==> src/rtl/baudgen_pkg.sv <==
package baudgen_pkg;

    typedef enum logic [1:0] {
        MODE_SLOW = 2'd0,
        MODE_FAST = 2'd1,
        MODE_SYNC = 2'd2
    } rate_mode_e;

    typedef enum logic {
        ST_HOLD = 1'b0,
        ST_RUN  = 1'b1
    } gen_state_e;

    // In synchronous mode the speed bit plays no part.
    function automatic rate_mode_e decode_mode(input logic sync_bit, input logic fast_bit);
        if (sync_bit)
            return MODE_SYNC;
        else if (fast_bit)
            return MODE_FAST;
        else
            return MODE_SLOW;
    endfunction

endpackage

==> src/rtl/baudgen_ctrl.sv <==
module baudgen_ctrl
    import baudgen_pkg::*;
(
    input  logic       clk,
    input  logic       rst_n,
    input  logic       enable,
    input  logic       divisor_we,
    input  logic       sync_mode,
    input  logic       high_speed,
    output rate_mode_e mode_q,
    output logic       clear,
    output logic       load,
    output logic       count_en
);

    gen_state_e state_q, state_d;
    rate_mode_e mode_now;
    logic       mode_chg;

    assign mode_now = decode_mode(sync_mode, high_speed);
    assign mode_chg = (mode_now != mode_q);

    // State register and mode register
    always_ff @(posedge clk) begin
        if (!rst_n) begin
            state_q <= ST_HOLD;
            mode_q  <= MODE_SLOW;
        end else begin
            state_q <= state_d;
            mode_q  <= mode_now;
        end
    end

    // Next state: arm / disarm
    always_comb begin
        state_d = state_q;
        unique case (state_q)
            ST_HOLD: if (enable)  state_d = ST_RUN;
            ST_RUN:  if (!enable) state_d = ST_HOLD;
            default: state_d = ST_HOLD;
        endcase
    end

    // Outputs per state and transition
    always_comb begin
        clear    = 1'b0;
        load     = 1'b0;
        count_en = 1'b0;
        unique case (state_q)
            ST_HOLD: begin
                if (enable) load  = 1'b1;   // arm
                else        clear = 1'b1;
            end
            ST_RUN: begin
                if (!enable)                       clear    = 1'b1; // disarm
                else if (divisor_we || mode_chg)   load     = 1'b1; // restart
                else                               count_en = 1'b1; // count
            end
            default: clear = 1'b1;
        endcase
    end

endmodule

==> src/rtl/baudgen_divider.sv <==
module baudgen_divider #(
    parameter int DIV_W = 8
) (
    input  logic             clk,
    input  logic             rst_n,
    input  logic [DIV_W-1:0] wdata,
    input  logic             we,
    input  logic             clear,
    input  logic             load,
    input  logic             count_en,
    output logic [DIV_W-1:0] cnt_q,
    output logic             stage_tick
);

    logic [DIV_W-1:0] div_q;
    logic [DIV_W-1:0] load_val;

    // A write in the same cycle as a load takes effect at once.
    assign load_val = we ? wdata : div_q;

    always_ff @(posedge clk) begin
        if (!rst_n)
            div_q <= '0;
        else if (we)
            div_q <= wdata;
    end

    always_ff @(posedge clk) begin
        if (!rst_n || clear)
            cnt_q <= '0;
        else if (load)
            cnt_q <= load_val;
        else if (count_en)
            cnt_q <= (cnt_q == '0) ? div_q : cnt_q - 1'b1;
    end

    assign stage_tick = count_en && (cnt_q == '0);

endmodule

==> src/rtl/baudgen_prescaler.sv <==
module baudgen_prescaler
    import baudgen_pkg::*;
#(
    parameter int SLOW_RATIO = 64,
    parameter int FAST_RATIO = 16,
    parameter int SYNC_RATIO = 4
) (
    input  logic       clk,
    input  logic       rst_n,
    input  logic       clear,
    input  logic       stage_tick,
    input  rate_mode_e mode,
    output logic       baud_tick
);

    localparam int MAX_AF  = (SLOW_RATIO > FAST_RATIO) ? SLOW_RATIO : FAST_RATIO;
    localparam int MAX_R   = (MAX_AF > SYNC_RATIO) ? MAX_AF : SYNC_RATIO;
    localparam int PRE_W   = (MAX_R > 2) ? $clog2(MAX_R) : 1;

    logic [PRE_W-1:0] pcnt_q;
    logic [PRE_W-1:0] term;

    always_comb begin
        unique case (mode)
            MODE_SLOW: term = PRE_W'(SLOW_RATIO - 1);
            MODE_FAST: term = PRE_W'(FAST_RATIO - 1);
            MODE_SYNC: term = PRE_W'(SYNC_RATIO - 1);
            default:   term = PRE_W'(SYNC_RATIO - 1);
        endcase
    end

    always_ff @(posedge clk) begin
        if (!rst_n || clear)
            pcnt_q <= '0;
        else if (stage_tick)
            pcnt_q <= (pcnt_q == term) ? '0 : pcnt_q + 1'b1;
    end

    assign baud_tick = stage_tick && (pcnt_q == term);

endmodule

==> src/rtl/uart_baud_gen.sv <==
module uart_baud_gen
    import baudgen_pkg::*;
#(
    parameter int DIV_W      = 8,
    parameter int SLOW_RATIO = 64,
    parameter int FAST_RATIO = 16,
    parameter int SYNC_RATIO = 4
) (
    input  logic             clk,
    input  logic             rst_n,
    input  logic             enable,
    input  logic [DIV_W-1:0] divisor_wdata,
    input  logic             divisor_we,
    input  logic             sync_mode,
    input  logic             high_speed,
    output logic             baud_tick,
    output logic             sub_tick
);

    rate_mode_e       mode_q;
    logic             ctrl_clear;
    logic             ctrl_load;
    logic             ctrl_count;
    logic             stage_tick;
    logic [DIV_W-1:0] cnt_q;

    baudgen_ctrl u_ctrl (
        .clk        (clk),
        .rst_n      (rst_n),
        .enable     (enable),
        .divisor_we (divisor_we),
        .sync_mode  (sync_mode),
        .high_speed (high_speed),
        .mode_q     (mode_q),
        .clear      (ctrl_clear),
        .load       (ctrl_load),
        .count_en   (ctrl_count)
    );

    baudgen_divider #(.DIV_W(DIV_W)) u_div (
        .clk        (clk),
        .rst_n      (rst_n),
        .wdata      (divisor_wdata),
        .we         (divisor_we),
        .clear      (ctrl_clear),
        .load       (ctrl_load),
        .count_en   (ctrl_count),
        .cnt_q      (cnt_q),
        .stage_tick (stage_tick)
    );

    baudgen_prescaler #(
        .SLOW_RATIO (SLOW_RATIO),
        .FAST_RATIO (FAST_RATIO),
        .SYNC_RATIO (SYNC_RATIO)
    ) u_pre (
        .clk        (clk),
        .rst_n      (rst_n),
        .clear      (ctrl_clear || ctrl_load),
        .stage_tick (stage_tick),
        .mode       (mode_q),
        .baud_tick  (baud_tick)
    );

    assign sub_tick = stage_tick;

endmodule

==> config.mk <==
export PLATFORM = sky130hd
export DESIGN_NAME = uart_baud_gen
export DESIGN_NICKNAME = d
export VERILOG_FILES = /design/src/rtl/baudgen_pkg.sv /design/src/rtl/baudgen_ctrl.sv /design/src/rtl/baudgen_divider.sv /design/src/rtl/baudgen_prescaler.sv /design/src/rtl/uart_baud_gen.sv
export SDC_FILE = /design/constraint.sdc
export NUM_CORES = 1
export LEC_CHECK = 0
export BUFFER_PORTS_ARGS = -buffer_cell sky130_fd_sc_hd__buf_2
export CORE_AREA = 4 4 56 58
export CTS_CLUSTER_DIAMETER = 200
export DETAILED_ROUTE_END_ITERATION = 6
export DIE_AREA = 0 0 60 62
export PLACE_DENSITY = 0.69
export SKIP_CTS_REPAIR_TIMING = 1
export SLEW_MARGIN = 20
export SYNTH_ARGS = -nofsm -noshare
export SYNTH_HDL_FRONTEND = slang
export SYNTH_HIERARCHICAL = 1
export SYNTH_SLANG_ARGS = --single-unit
==> constraint.sdc <==
create_clock -name clk -period 3.2 [get_ports clk]
set_clock_uncertainty 0.1 [all_clocks]
set_input_delay 0.64 -clock clk [delete_from_list [all_inputs] [get_ports clk]]
set_output_delay 0.64 -clock clk [all_outputs]
set_load 0.02 [all_outputs]
# After elaboration in Yosys (flattened, before gate mapping)
# Index checks and enable logic that the tools add are counted.
[totals]
register_bits = 25
inputBits = 14
[classes]
eq_ne = 3
mux = 16
n_bitwise = 1
n_reduce_logical = 10
n_addsub = 2
[op_table]
columns = ["operator", "count"]
rows = [
  ["$mux W8", 4],
  ["$pmux W6 S2", 1],
  ["$logic_not A8 Y1", 1],
  ["$mux W1", 8],
  ["$sub A8 B1 Y8 const B", 1],
  ["$add A6 B1 Y6 const B", 1],
  ["$eq A6 B6 Y1", 1],
  ["$mux W6", 1],
  ["$logic_or A1 B1 Y1", 4],
  ["$eq A2 B1 Y1 const B", 1],
  ["$logic_and A1 B1 Y1", 2],
  ["$logic_not A2 Y1", 1],
  ["$mux W2", 1],
  ["$ne A2 B2 Y1", 1],
  ["$pmux W1 S2", 1],
  ["$reduce_bool A2 Y1", 1],
  ["$logic_not A1 Y1", 1],
  ["$not A1 Y1", 1],
]

# Longest topological paths before layout
# Gate-level depths: netlist (run 1).
[logic_depth]
word_depth = 9
mapped_depth = 9
ltp_nobuf = 9

# By module
# Netlist (run 1), hierarchy kept.
[modules_own_cells]
columns = ["module", "cells_each", "seq_area_each_um2", "area_per_inst_um2", "n_inst"]
rows = [
  ["baudgen_divider", 109, 320.3, 919.6, 1],
  ["baudgen_prescaler", 32, 120.1, 317.8, 1],
  ["baudgen_ctrl", 13, 60.1, 145.1, 1],
  ["uart_baud_gen", 1, 0.0, 6.3, 1],
]

# Worst setup path after synthesis (run 1)
# No wires, ideal clock.
[synth_path]
kind = "in2out"
startpoint = "input sync_mode"
endpoint = "output baud_tick"
t_arrival_ns = 2.516
path_buffers = 1
t_required_ns = 2.460
path_stages = 7
slack_ns = -0.056
path_cell_list = "nor4b_2 a22oi_1 nor2_1 clkbuf_1 and2_1 nand2_2 a2111oi_4"
[synth_via]
elab_chain_cells = 8
[synth_rtl]
columns = ["item", "line_no", "source"]
rows = [
  ["from (decl)", "uart_baud_gen.sv:14", "input logic sync_mode,"],
  ["$mux W2", "baudgen_pkg.sv:16", "if (sync_bit)"],
  ["$ne A2 B2 Y1", "baudgen_ctrl.sv:21", "assign mode_chg = (mode_now != mode_q);"],
  ["$logic_or A1 B1 Y1", "baudgen_ctrl.sv:56", "else if (divisor_we || mode_chg) load = 1'b1;"],
  ["$mux W1", "baudgen_ctrl.sv:56", ""],
  ["$mux W1", "baudgen_ctrl.sv:55", "if (!enable) clear = 1'b1;"],
  ["$mux W1", "baudgen_ctrl.sv:49", "unique case (state_q)"],
  ["net ctrl_count", "uart_baud_gen.sv:23", "logic ctrl_count;"],
  ["$logic_and A1 B1 Y1", "baudgen_divider.sv:37", "assign stage_tick = count_en && (cnt_q == '0);"],
  ["net sub_tick", "uart_baud_gen.sv:17", "output logic sub_tick"],
  ["$logic_and A1 B1 Y1", "baudgen_prescaler.sv:39", "assign baud_tick = stage_tick && (pcnt_q == term);"],
  ["to (decl)", "uart_baud_gen.sv:16", "output logic baud_tick,"],
]
# The timed path passes the listed nets, and every way through them passes these cells.

# Worst setup path after layout (run 1)
[layout_path]
startpoint = "register u_div.cnt_q[1]"
endpoint = "output baud_tick"
[layout_via]
elab_chain_cells = 3
[layout_rtl]
columns = ["item", "line_no", "source"]
rows = [
  ["from (decl)", "baudgen_divider.sv:11", "output logic [DIV_W-1:0] cnt_q,"],
  ["from (signal assigned)", "baudgen_divider.sv:32", "cnt_q <= load_val;"],
  ["from (signal assigned)", "baudgen_divider.sv:34", "cnt_q <= (cnt_q == '0) ? div_q : cnt_q - 1'b1;"],
  ["$logic_not A8 Y1", "baudgen_divider.sv:37", ""],
  ["$logic_and A1 B1 Y1", "baudgen_divider.sv:37", ""],
  ["$logic_and A1 B1 Y1", "baudgen_prescaler.sv:39", ""],
]
# Every way passes these cells.

==> results of run 1 <==
layout by cell type, fill, tap and decap left out, types with 2 or more instances in the layout:
| cell | synthesis | layout |
|---|---|---|
| o21ai_0 | 8 | 8 |
| and2_1 | 3 | 2 |
| a22oi_1 | 2 | 2 |
| xnor2_1 | 3 | 3 |
| nand2b_1 | 3 | 3 |
| nand3_1 | 5 | 5 |
| o21ai_1 | 4 | 4 |
| o22ai_1 | 3 | 3 |
| clkbuf_4 | 0 | 3 |
| nand2_1 | 9 | 9 |
| a31oi_1 | 2 | 2 |
| dfxtp_1 | 25 | 25 |
| nor2_1 | 6 | 5 |
| xor2_1 | 6 | 6 |
| ha_1 | 3 | 2 |
| o311a_1 | 2 | 2 |
| a211oi_1 | 2 | 2 |
| buf_2 | 1 | 14 |
| nor3_1 | 11 | 11 |
| inv_1 | 3 | 2 |
| nand4_1 | 3 | 3 |
| mux2i_1 | 11 | 11 |
| nor3b_1 | 2 | 2 |
| nor2b_1 | 13 | 13 |
| o21a_1 | 2 | 2 |
| buf_4 | 0 | 5 |
logic make-up after synthesis:
group	after synthesis	share of synthesized area [%]
fa+ha+maj	3	2.70
compound gates	30	15.5
buf+inv	7	1.98
simple gates	70	30.2
xor+xnor	9	5.68
flops	25	36.0
mux	11	7.93
worst reg2reg max path: stages, from the launching register on:
cell and delay, ns:
dfxtp_1 0.35, inv_1 0.11, ha_2 0.22, or3b_4 0.40, nor2_4 0.11, and2_4 0.20, nand2_2 0.08, a2111oi_4 0.31
buf_4 0.21, nor3_1 0.06
routing by layer:
metal  routed length, um  global-route usage, %  up-vias
met5                   0                      0        -
met4                  20                   10.8        0
met3                 103                   3.10        2
met2                1590                   32.9       29
met1                1260                   19.8      565
li1                    -                      -      602
layout make-up:
class                      count  area (sq um)
clock buffer                   3          22.5
clock inverter                 1          5.00
fill                         270          1100
tap                           31          38.8
sequential                    25           500
multi-input combinational    123           876
timing repair buffer          19           108
inverter                       3          11.3
worst paths after layout:
check                                    start         endpoint  slack (ns)  depth (start not counted)
worst max register to register  u_div/cnt_q[1]  u_pre/pcnt_q[5]        0.95                          9
worst min register to register  u_div/div_q[4]   u_div/cnt_q[4]        0.41                          2
worst max-delay path            u_div/cnt_q[1]        baud_tick        0.15                          8
worst min-delay path            u_div/div_q[4]   u_div/cnt_q[4]        0.41                          2
registers in the layout, summed over array words and instances (netlist names):
signal and flops:
u_pre/pcnt_q 6, u_ctrl/state_q 1, u_div/cnt_q 8, u_div/div_q 8, u_ctrl/mode_q 2
power groups by stage:
stage	sequential (mW)	combinational [mW]	clock (mW)
2_1_floorplan	0.338	0.0794	0
3_3_place_gp	0.340	0.103	0
3_5_place_dp	0.341	0.106	0
4_1_cts	0.334	0.106	0.149
5_1_grt	0.336	0.127	0.164
6_report	0.334	0.113	0.143
per-stage QoR:
| stage | worst slack, ns | power (mW) | utilization (%) | cells |
|---|---|---|---|---|
| 2_1_floorplan | 0.105 | 0.417 | - | 155 |
| 3_3_place_gp | 0.330 | 0.444 | 56.7 | 200 |
| 3_5_place_dp | 0.200 | 0.447 | 56.7 | 200 |
| 4_1_cts | -0.185 | 0.590 | 57.8 | 204 |
| 5_1_grt | 0.0356 | 0.627 | 58.6 | 205 |
| 6_report | 0.151 | 0.591 | 58.6 | 205 |
==> impl_results.md, run 1 <==
- Switching Power: 166 uW
- Avg WL per Cell: 14.5 um
- Critical path startpoint category: register
- Initial antenna violation count: 0
- Syn Area/Cell: 8.96 sq um
- CP peak stage delay: 0.40 ns
- Final Hold Fails: 0
- Critical-path top delay cell: or3b_4
- Post-synth top area share: 36.0%
- Crit Path Category: reg -> out
- Critical path endpoint category: output pin
- Crit path required time: 2.46 ns
- Clock share of power: 24.2%
- Run status: finished clean
- RSZ-0062 raised after global routing: false
- #FFs+latches synth: 25
- WL final: 2970 um
- Top cells by area, synth: dfxtp_1 (36%), mux2i_1 (7.9%), nor2b_1 (5.9%)
- Maxcap violations: 0
- Standard-cell rows: 19
- Setup violations, final: 0
- Num CTS Buffers: 3
- Top Ports: 16
- Clk_lat worst skew: 0.32 ns
- Core footprint: 2660 sq um
- Yosys top cell by area: dfxtp_1
- Internal power: 425 uW
- Min-delay worst type: reg -> reg
- H-tree depth: 1
- Syn nets: 172
- FFs w/ async S/R, synth: 0%
- Initial core utilization: 52.2%
- Setup TNS: 0 ns
- Layout cell share with drive strength beyond 1: 23.0%
- Vias: 1198
- Port buffer count: 15
- Final HPWL DP: 2210 um
- Chip Height: 62 um
- Dpl cell area: 1510 sq um
- Sequential element share of the synthesized area: 36.0%
- Full die area: 3720 sq um
- Flop pwr share: 56.6%
- Top delay family on crit path: simple AND/OR/NAND/NOR gates
- Drt via density: 5.84
- Worst-case hold slack: 0.415 ns
- Gpl congestion: 0.857
- CP bufs+invs: 2
- Final nets: 192
- Post-synth EDFFs: 0
- First-pass GRT wire length: 5100 um
- GRT overflow: 0
- Comb pwr share: 19.2%
- Clk buf depth: 2
- TritonCTS clock tree: yes
- Synth Instances: 155
- Clock slew at the register clock pins of the worst setup and hold paths: 0.14 ns
- Worst-Margin Slew: 0.650 ns
- Max VDD drop: 0.214 mV
- ANT cells: 0
- Cell with the most instances after synthesis: dfxtp_1
- Post-synth top cells: dfxtp_1 (25), nor2b_1 (13), mux2i_1 (11), nor3_1 (11), nand2_1 (9)
- Critical Path AT: 2.31 ns
- Finished layout cell area: 1560 sq um
- Leak: 0.612 nW
- DR iter-0 viols: 50
- Count of cell types in the netlist: 45
- Tcrit/Tclk final: 95.3%
- Vias in the first global route: 1224
- Mapped cell area: 1390 sq um
- Pwr Density: 378 nW/um^2
- GRT Total Usage: 18.1%
- DRC: 0
- Yosys warning total: 6
- Top FF cell, synth: dfxtp_1
- CP max FO: 6
- Cell Chain, Critical Path: inv_1, ha_2, or3b_4, nor2_4, and2_4, nand2_2, a2111oi_4, buf_4
- Switch share: 28.1%
- Largest net degree at the start of global routing: 21
- Post-route ant nets: 0
- Tmin final: 3.05 ns
- Die width: 60 um
- Layout Area Growth over Synthesis: 12.4%
- Root buffer cell: clkbuf_4
- Max-slew violations: 0
- Rel. slew slack: 56.6%
- Sink Count: 25
- Fmax: 328 MHz
- First-pass iteration count of the detailed router: 4
No activity file was read; power rests on OpenSTA's default activity.
==> run 2, diff against run 1 <==
--- a/config.mk
+++ b/config.mk
@@ -6,11 +6,11 @@
 export NUM_CORES = 1
 export LEC_CHECK = 0
 export BUFFER_PORTS_ARGS = -buffer_cell sky130_fd_sc_hd__buf_2
-export CORE_AREA = 4 4 56 58
+export CORE_AREA = 4 4 58 60
 export CTS_CLUSTER_DIAMETER = 200
 export DETAILED_ROUTE_END_ITERATION = 6
-export DIE_AREA = 0 0 60 62
-export PLACE_DENSITY = 0.69
+export DIE_AREA = 0 0 62 64
+export PLACE_DENSITY = 0.67
 export SKIP_CTS_REPAIR_TIMING = 1
 export SLEW_MARGIN = 20
 export SYNTH_ARGS = -nofsm -noshare
==> constraint.sdc (replaced) <==
create_clock -name clk -period 2.75 [get_ports clk]
set_clock_uncertainty 0.1 [all_clocks]
set_input_delay 0.6875 -clock clk [delete_from_list [all_inputs] [get_ports clk]]
set_output_delay 0.6875 -clock clk [all_outputs]
set_load 0.02 [all_outputs]
==> run 2 against run 1 <==
Net effect:
- the flow now finishes with violations (setup timing)
- clock-buffer cell count grew 1
- final cell count is 8.8% higher
- clock power grew 15%
- critical path depth unchanged
- non-clock buffer count rose by 16
- sequential share of layout area shrank 2.6 points
- die area rose by 6.7%
- first-iteration DRC count up 92%
- worst hold slack worse by 0.0045 ns
- utilization is 0.27 points lower
- critical path type unchanged
- critical endpoint unchanged
- largest cell class unchanged
- highest routed layer unchanged
==> impl_results.md, run 2 (synthesized netlist as in run 1, its figures left out) <==
- Clock share of power: 23.1% (-1.1 points)
- First-pass iteration count of the detailed router: 4 (unchanged)
- GRT Total Usage: 18.8% (+0.71 points)
- Final HPWL DP: 2410 um (+8.7%)
- Rel. slew slack: 67.8% (+11 points)
- Min-delay worst type: reg -> reg
- Commonest non-fill, non-tap cells in the layout: dfxtp_1 (23), buf_4 (21), buf_2 (14), nor2b_1 (13)
- Fill count: 261 (-3.3%)
- CP max FO: 2 (-4)
- Commonest non-fill, non-tap cell in the layout: dfxtp_1
- H-tree depth: 1 (unchanged)
- Setup ws final: -0.0772 ns (-0.228 ns)
- RSZ-0062 raised after global routing: true
- Vias in the first global route: 1269 (+3.7%)
- Chip Height: 64 um (+3.2%)
- Reg2reg start: u_div/cnt_q[1]
- Final nets: 208 (+8.3%)
- Port buffer count: 15 (unchanged)
- Switch share: 27.4% (-0.72 points)
- Max-slew violations: 0 (unchanged)
- DR iter-0 viols: 96 (+92%)
- Layout cell share with drive strength beyond 1: 30.5% (+7.5 points)
- Clk buf depth: 2 (unchanged)
- Avg WL per Cell: 14.4 um (-1.0%)
- Internal power: 515 uW (+21%)
- Sink Count: 25 (unchanged)
- Comb pwr share: 22.2% (+3.0 points)
- Die width: 62 um (+3.3%)
- Clock slew at the register clock pins of the worst setup and hold paths: 0.13 ns (about the same)
- Setup TNS: -0.0772 ns (-0.0772 ns)
- Root buffer cell: clkbuf_4
- Pwr Density: 415 nW/um^2 (+9.7%)
- Tcrit/Tclk final: 103%
- Worst-case hold slack: 0.410 ns (-0.00454 ns)
- Failing checks: setup timing
- Crit path required time: 1.96 ns (-0.50 ns)
- Dpl cell area: 1620 sq um (+7.1%)
- Max VDD drop: 0.319 mV (+49%)
- Post-route ant nets: 0 (unchanged)
- GR Layer Usage met1: 22.5% (+2.7 points)
- Layout Area Growth over Synthesis: 23.1%
- R2r setup slk: 0.67 ns (-0.28 ns)
- Top Registers: u_div/cnt_q: 8 flops, u_div/div_q: 8 flops, u_pre/pcnt_q: 6 flops
- Setup violations, final: 1 (+1)
- ANT cells: 0 (unchanged)
- TritonCTS clock tree: yes
- Maxcap violations: 0 (unchanged)
- Standard-cell rows: 20 (+1)
- Top Ports: 16 (unchanged)
- WL final: 3200 um (+7.7%)
- DRC: 0 (unchanged)
- Drt via density: 5.63 (-3.7%)
- Power Total: 709 uW (+20%)
- Grt met2 use: 31.3% (-1.5 points)
- Crit Path Category: reg -> out
- Fin util: 58.4% (-0.27 points)
- Largest net degree at the start of global routing: 15 (-29%)
- Hold depth: 2 (unchanged)
- Final Hold Fails: 0 (unchanged)
- Min-delay src: u_div/div_q[4]
- Initial core utilization: 47.4% (-4.7 points)
- Gpl congestion: 0.893 (+4.2%)
- Tmin final: 2.83 ns
- RR Endpoint: u_pre/pcnt_q[1]
- Fmax: 354 MHz
- Core footprint: 2930 sq um (+10%)
- Clk_lat worst skew: 0.32 ns (about the same)
- Critical path endpoint category: output pin
- First-pass GRT wire length: 5710 um (+12%)
- Register area: 503 sq um (+0.50%)
- Leak: 0.709 nW (+16%)
- Full die area: 3970 sq um (+6.7%)
- GRT overflow: 0 (unchanged)
- Run status: finished, violations left
- Critical Path AT: 2.04 ns (-0.27 ns)
- Initial antenna violation count: 0 (unchanged)
- GRT Max-Usage Layer: met2
- Finished layout cell area: 1710 sq um (+9.5%)
- Met3 Track Usage GR: 3.43% (+0.34 points)
- Critical path startpoint category: register
- Switching Power: 194 uW (+17%)
- Hold endpoint: u_div/cnt_q[4]
- Flop pwr share: 54.7% (-1.9 points)
- Worst-Margin Slew: 0.483 ns (-0.167 ns)
- Num CTS Buffers: 3 (unchanged)
- Vias: 1255 (+4.8%)
- Worst r2r path cells: 10 (+1)
- Multi-input gate area: 900 sq um (+2.7%)
run 2: layout make-up:
type                    count  area share, %
repair buffers             35           13.3
multi-input cells         123           52.6
clock buffers               4           1.54
inverters                   3          0.659
flip-flops and latches     25           29.4
well taps                  33           2.42
run 2: power by group through the flow:
stage / Combinational, mW / Sequential, mW / Clock, mW
3_5_place_dp: 0.144 / 0.396 / 0
5_1_grt: 0.176 / 0.391 / 0.190
2_1_floorplan: 0.0935 / 0.393 / 0
6_report: 0.158 / 0.388 / 0.164
4_1_cts: 0.145 / 0.388 / 0.174
3_3_place_gp: 0.141 / 0.395 / 0
run 2: through the flow:
stage          instances  setup WS, ns
2_1_floorplan        155        -0.230
3_3_place_gp         214        -0.101
3_5_place_dp         214        -0.190
4_1_cts              218        -0.394
5_1_grt              223        -0.182
6_report             223       -0.0772
run 2: how the worst max path moves through the flow:
| stage | startpoint | endpoint | slack (ns) | depth (start not counted) |
|---|---|---|---|---|
| floorplan | sync_mode | baud_tick | -0.23 | 7 |
| global placement | sync_mode | baud_tick | -0.10 | 8 |
| detailed placement | divisor_we | baud_tick | -0.19 | 8 |
| CTS | u_div/cnt_q[1] | baud_tick | -0.39 | 8 |
| global route | u_div/cnt_q[1] | baud_tick | -0.18 | 8 |
| finish | u_div/cnt_q[1] | baud_tick | -0.08 | 8 |
run 2: per-layer routing:
metal	up-vias	share of wire, %
met4	0	3.6
met2	26	51
met5	-	0
met1	582	43
li1	634	-
met3	13	2.8
run 2: worst max-delay path, cell delays in order (launching register included):
cell       delay [ns]
dfxtp_2          0.35
inv_2            0.07
ha_4             0.13
or3b_4           0.39
nor2_4           0.12
and2_4           0.16
nand2_4          0.06
a2111oi_4        0.23
buf_4            0.20
==> run 3, diff against run 2 <==
--- a/config.mk
+++ b/config.mk
@@ -12,7 +12,7 @@
 export DIE_AREA = 0 0 62 64
 export PLACE_DENSITY = 0.67
 export SKIP_CTS_REPAIR_TIMING = 1
-export SLEW_MARGIN = 20
+export SLEW_MARGIN = 0
 export SYNTH_ARGS = -nofsm -noshare
 export SYNTH_HDL_FRONTEND = slang
 export SYNTH_HIERARCHICAL = 1
==> constraint.sdc (replaced) <==
create_clock -name clk -period 2.75 [get_ports clk]
set_clock_uncertainty 0.1 [all_clocks]
set_input_delay 0.275 -clock clk [delete_from_list [all_inputs] [get_ports clk]]
set_output_delay 0.275 -clock clk [all_outputs]
set_load 0.02 [all_outputs]
==> run 3 against run 2 <==
Net effect:
- the flow now finishes without violations
- wire length decreased by 5.0%
- highest routed layer unchanged
- via count decreased by 4.4%
- clock power increased by 4%
- register-to-register slack got worse by 0.11 ns
- largest power group unchanged
==> impl_results.md, run 3 (synthesized netlist as in run 1, its figures left out) <==
- Fill count: 277 (+6.1%)
- Final nets: 192 (-7.7%)
- RSZ-0062 raised after global routing: false
- Top Registers: u_div/cnt_q: 8 flops, u_div/div_q: 8 flops, u_pre/pcnt_q: 6 flops
- Fmax: 383 MHz (+8.2%)
- Switching Power: 194 uW (-0.14%)
- Largest net degree at the start of global routing: 21 (+6)
- Drt via density: 5.80 (+3.0%)
- Switch share: 28.1% (+0.68 points)
- Full die area: 3970 sq um (unchanged)
- ANT cells: 0 (unchanged)
- Clock share of power: 24.6% (+1.5 points)
- First-pass iteration count of the detailed router: 4 (unchanged)
- Critical path endpoint category: output pin
- Max VDD drop: 0.321 mV (+0.85%)
- Layout Area Growth over Synthesis: 13.3%
- Clk_lat worst skew: 0.33 ns (about the same)
- Tcrit/Tclk final: 95.1% (-7.8 points)
- Clock slew at the register clock pins of the worst setup and hold paths: 0.15 ns (+0.02 ns)
- Multi-input gate area: 883 sq um (-1.8%)
- R2r setup slk: 0.56 ns (-0.11 ns)
- Crit Path Category: reg -> out
- Critical path startpoint category: register
- Pwr Density: 439 nW/um^2 (+5.8%)
- Vias in the first global route: 1163 (-8.4%)
- Critical Path Sink: baud_tick
- Gpl congestion: 0.852 (-4.6%)
- Critical Path AT: 2.24 ns (+0.20 ns)
- Reg2reg start: u_div/cnt_q[0]
- Leak: 0.612 nW (-14%)
- GRT overflow: 0 (unchanged)
- Final HPWL DP: 2220 um (-7.9%)
- Flop pwr share: 56.3% (+1.6 points)
- Run status: finished clean
- Avg WL per Cell: 14.7 um (+2.3%)
- Die width: 62 um (unchanged)
- DR iter-0 viols: 76 (-21%)
- Final Hold Fails: 0 (unchanged)
- Crit path required time: 2.38 ns (+0.42 ns)
- H-tree depth: 1 (unchanged)
- Standard-cell rows: 20 (unchanged)
- Internal power: 497 uW (-3.5%)
- Worst-Margin Slew: 0.672 ns (+0.188 ns)
- Chip Height: 64 um (unchanged)
- Worst r2r path cells: 10 (unchanged)
- RR Endpoint: u_pre/pcnt_q[5]
- Worst Setup SP: u_div/cnt_q[0]
- Setup ws final: 0.136 ns (+0.213 ns)
- Vias: 1200 (-4.4%)
- CP max FO: 5 (+3)
- Sink Count: 25 (unchanged)
- Core footprint: 2930 sq um (unchanged)
- Commonest non-fill, non-tap cells in the layout: dfxtp_1 (22), buf_2 (14), nor2b_1 (13), mux2i_1 (11), nor3_1 (11)
- Rel. slew slack: 55.2% (-13 points)
- Commonest non-fill, non-tap cell in the layout: dfxtp_1
- Initial core utilization: 47.4% (unchanged)
- Power Total: 691 uW (-2.6%)
- Setup violations, final: 0 (-1)
- Root buffer cell: clkbuf_4
- Comb pwr share: 19.1% (-3.1 points)
- DRC: 0 (unchanged)
- Register area: 504 sq um (+0.25%)
- WL final: 3040 um (-5.0%)
- Maxcap violations: 0 (unchanged)
- GRT Total Usage: 16.9% (-1.9 points)
- Layout cell share with drive strength beyond 1: 24.1% (-6.4 points)
- Post-Place Setup Slack: 0.181 ns (+0.371 ns)
- Clk buf depth: 2 (unchanged)
- Max-slew violations: 0 (unchanged)
- Initial antenna violation count: 0 (unchanged)
- Port buffer count: 15 (unchanged)
- Post-route ant nets: 0 (unchanged)
- TritonCTS clock tree: yes
- Top Ports: 16 (unchanged)
- Tmin final: 2.61 ns (-0.213 ns)
- First-pass GRT wire length: 5160 um (-9.7%)
- Min-delay worst type: in -> reg
- Num CTS Buffers: 3 (unchanged)
-- run 3: cell type report --
class	instances	area share, %
timing repair buffer	19	6.84
sequential	25	32.0
clock buffer	4	1.67
multi-input combinational	123	56.1
inverter	3	0.715
tap	33	2.62
-- run 3: critical path, cell delays in order (launching register included) --
cell and delay, ns:
dfxtp_2 0.37, inv_2 0.09, ha_4 0.15, or3b_4 0.42
nor2_4 0.11, and2_1 0.16, nand2_2 0.09, a2111oi_4 0.31
buf_4 0.20
-- run 3: metal layers --
| metal | share of wire (%) | track usage, % | up-vias |
|---|---|---|---|
| li1 | - | - | 603 |
| met1 | 45 | 21.4 | 579 |
| met2 | 51 | 27.5 | 16 |
| met3 | 3.1 | 3.43 | 2 |
| met4 | 0.56 | 6.10 | 0 |
| met5 | 0 | 0 | - |
-- run 3: through the flow --
stage | setup TNS, ns | hold slack (ns) | util (%) | area, sq um | std cells
6_report | 0 | 0.0648 | 53.8 | 1570 | 207
5_1_grt | 0 | 0.0542 | 53.8 | 1570 | 207
4_1_cts | -0.210 | 0.0612 | 52.5 | 1540 | 206
3_5_place_dp | 0 | 0.405 | 51.6 | 1510 | 202
3_3_place_gp | 0 | 0.398 | 51.6 | 1510 | 202
2_1_floorplan | 0 | 0.297 | - | 1390 | 155
-- run 3: power by group through the flow --
stage | logic (mW) | clock network [mW] | registers (mW)
2_1_floorplan | 0.0924 | 0 | 0.393
3_3_place_gp | 0.120 | 0 | 0.396
3_5_place_dp | 0.122 | 0 | 0.397
4_1_cts | 0.123 | 0.175 | 0.389
5_1_grt | 0.148 | 0.189 | 0.392
6_report | 0.132 | 0.170 | 0.389
-- run 3: worst min-delay path by stage --
stage / cells after the start / start / endpoint
2_1_floorplan: 1 / enable / u_ctrl/state_q
3_3_place_gp: 2 / u_div/div_q[3] / u_div/cnt_q[3]
3_5_place_dp: 2 / u_div/div_q[3] / u_div/cnt_q[3]
4_1_cts: 2 / enable / u_ctrl/state_q
5_1_grt: 2 / enable / u_ctrl/state_q
6_report: 2 / enable / u_ctrl/state_q
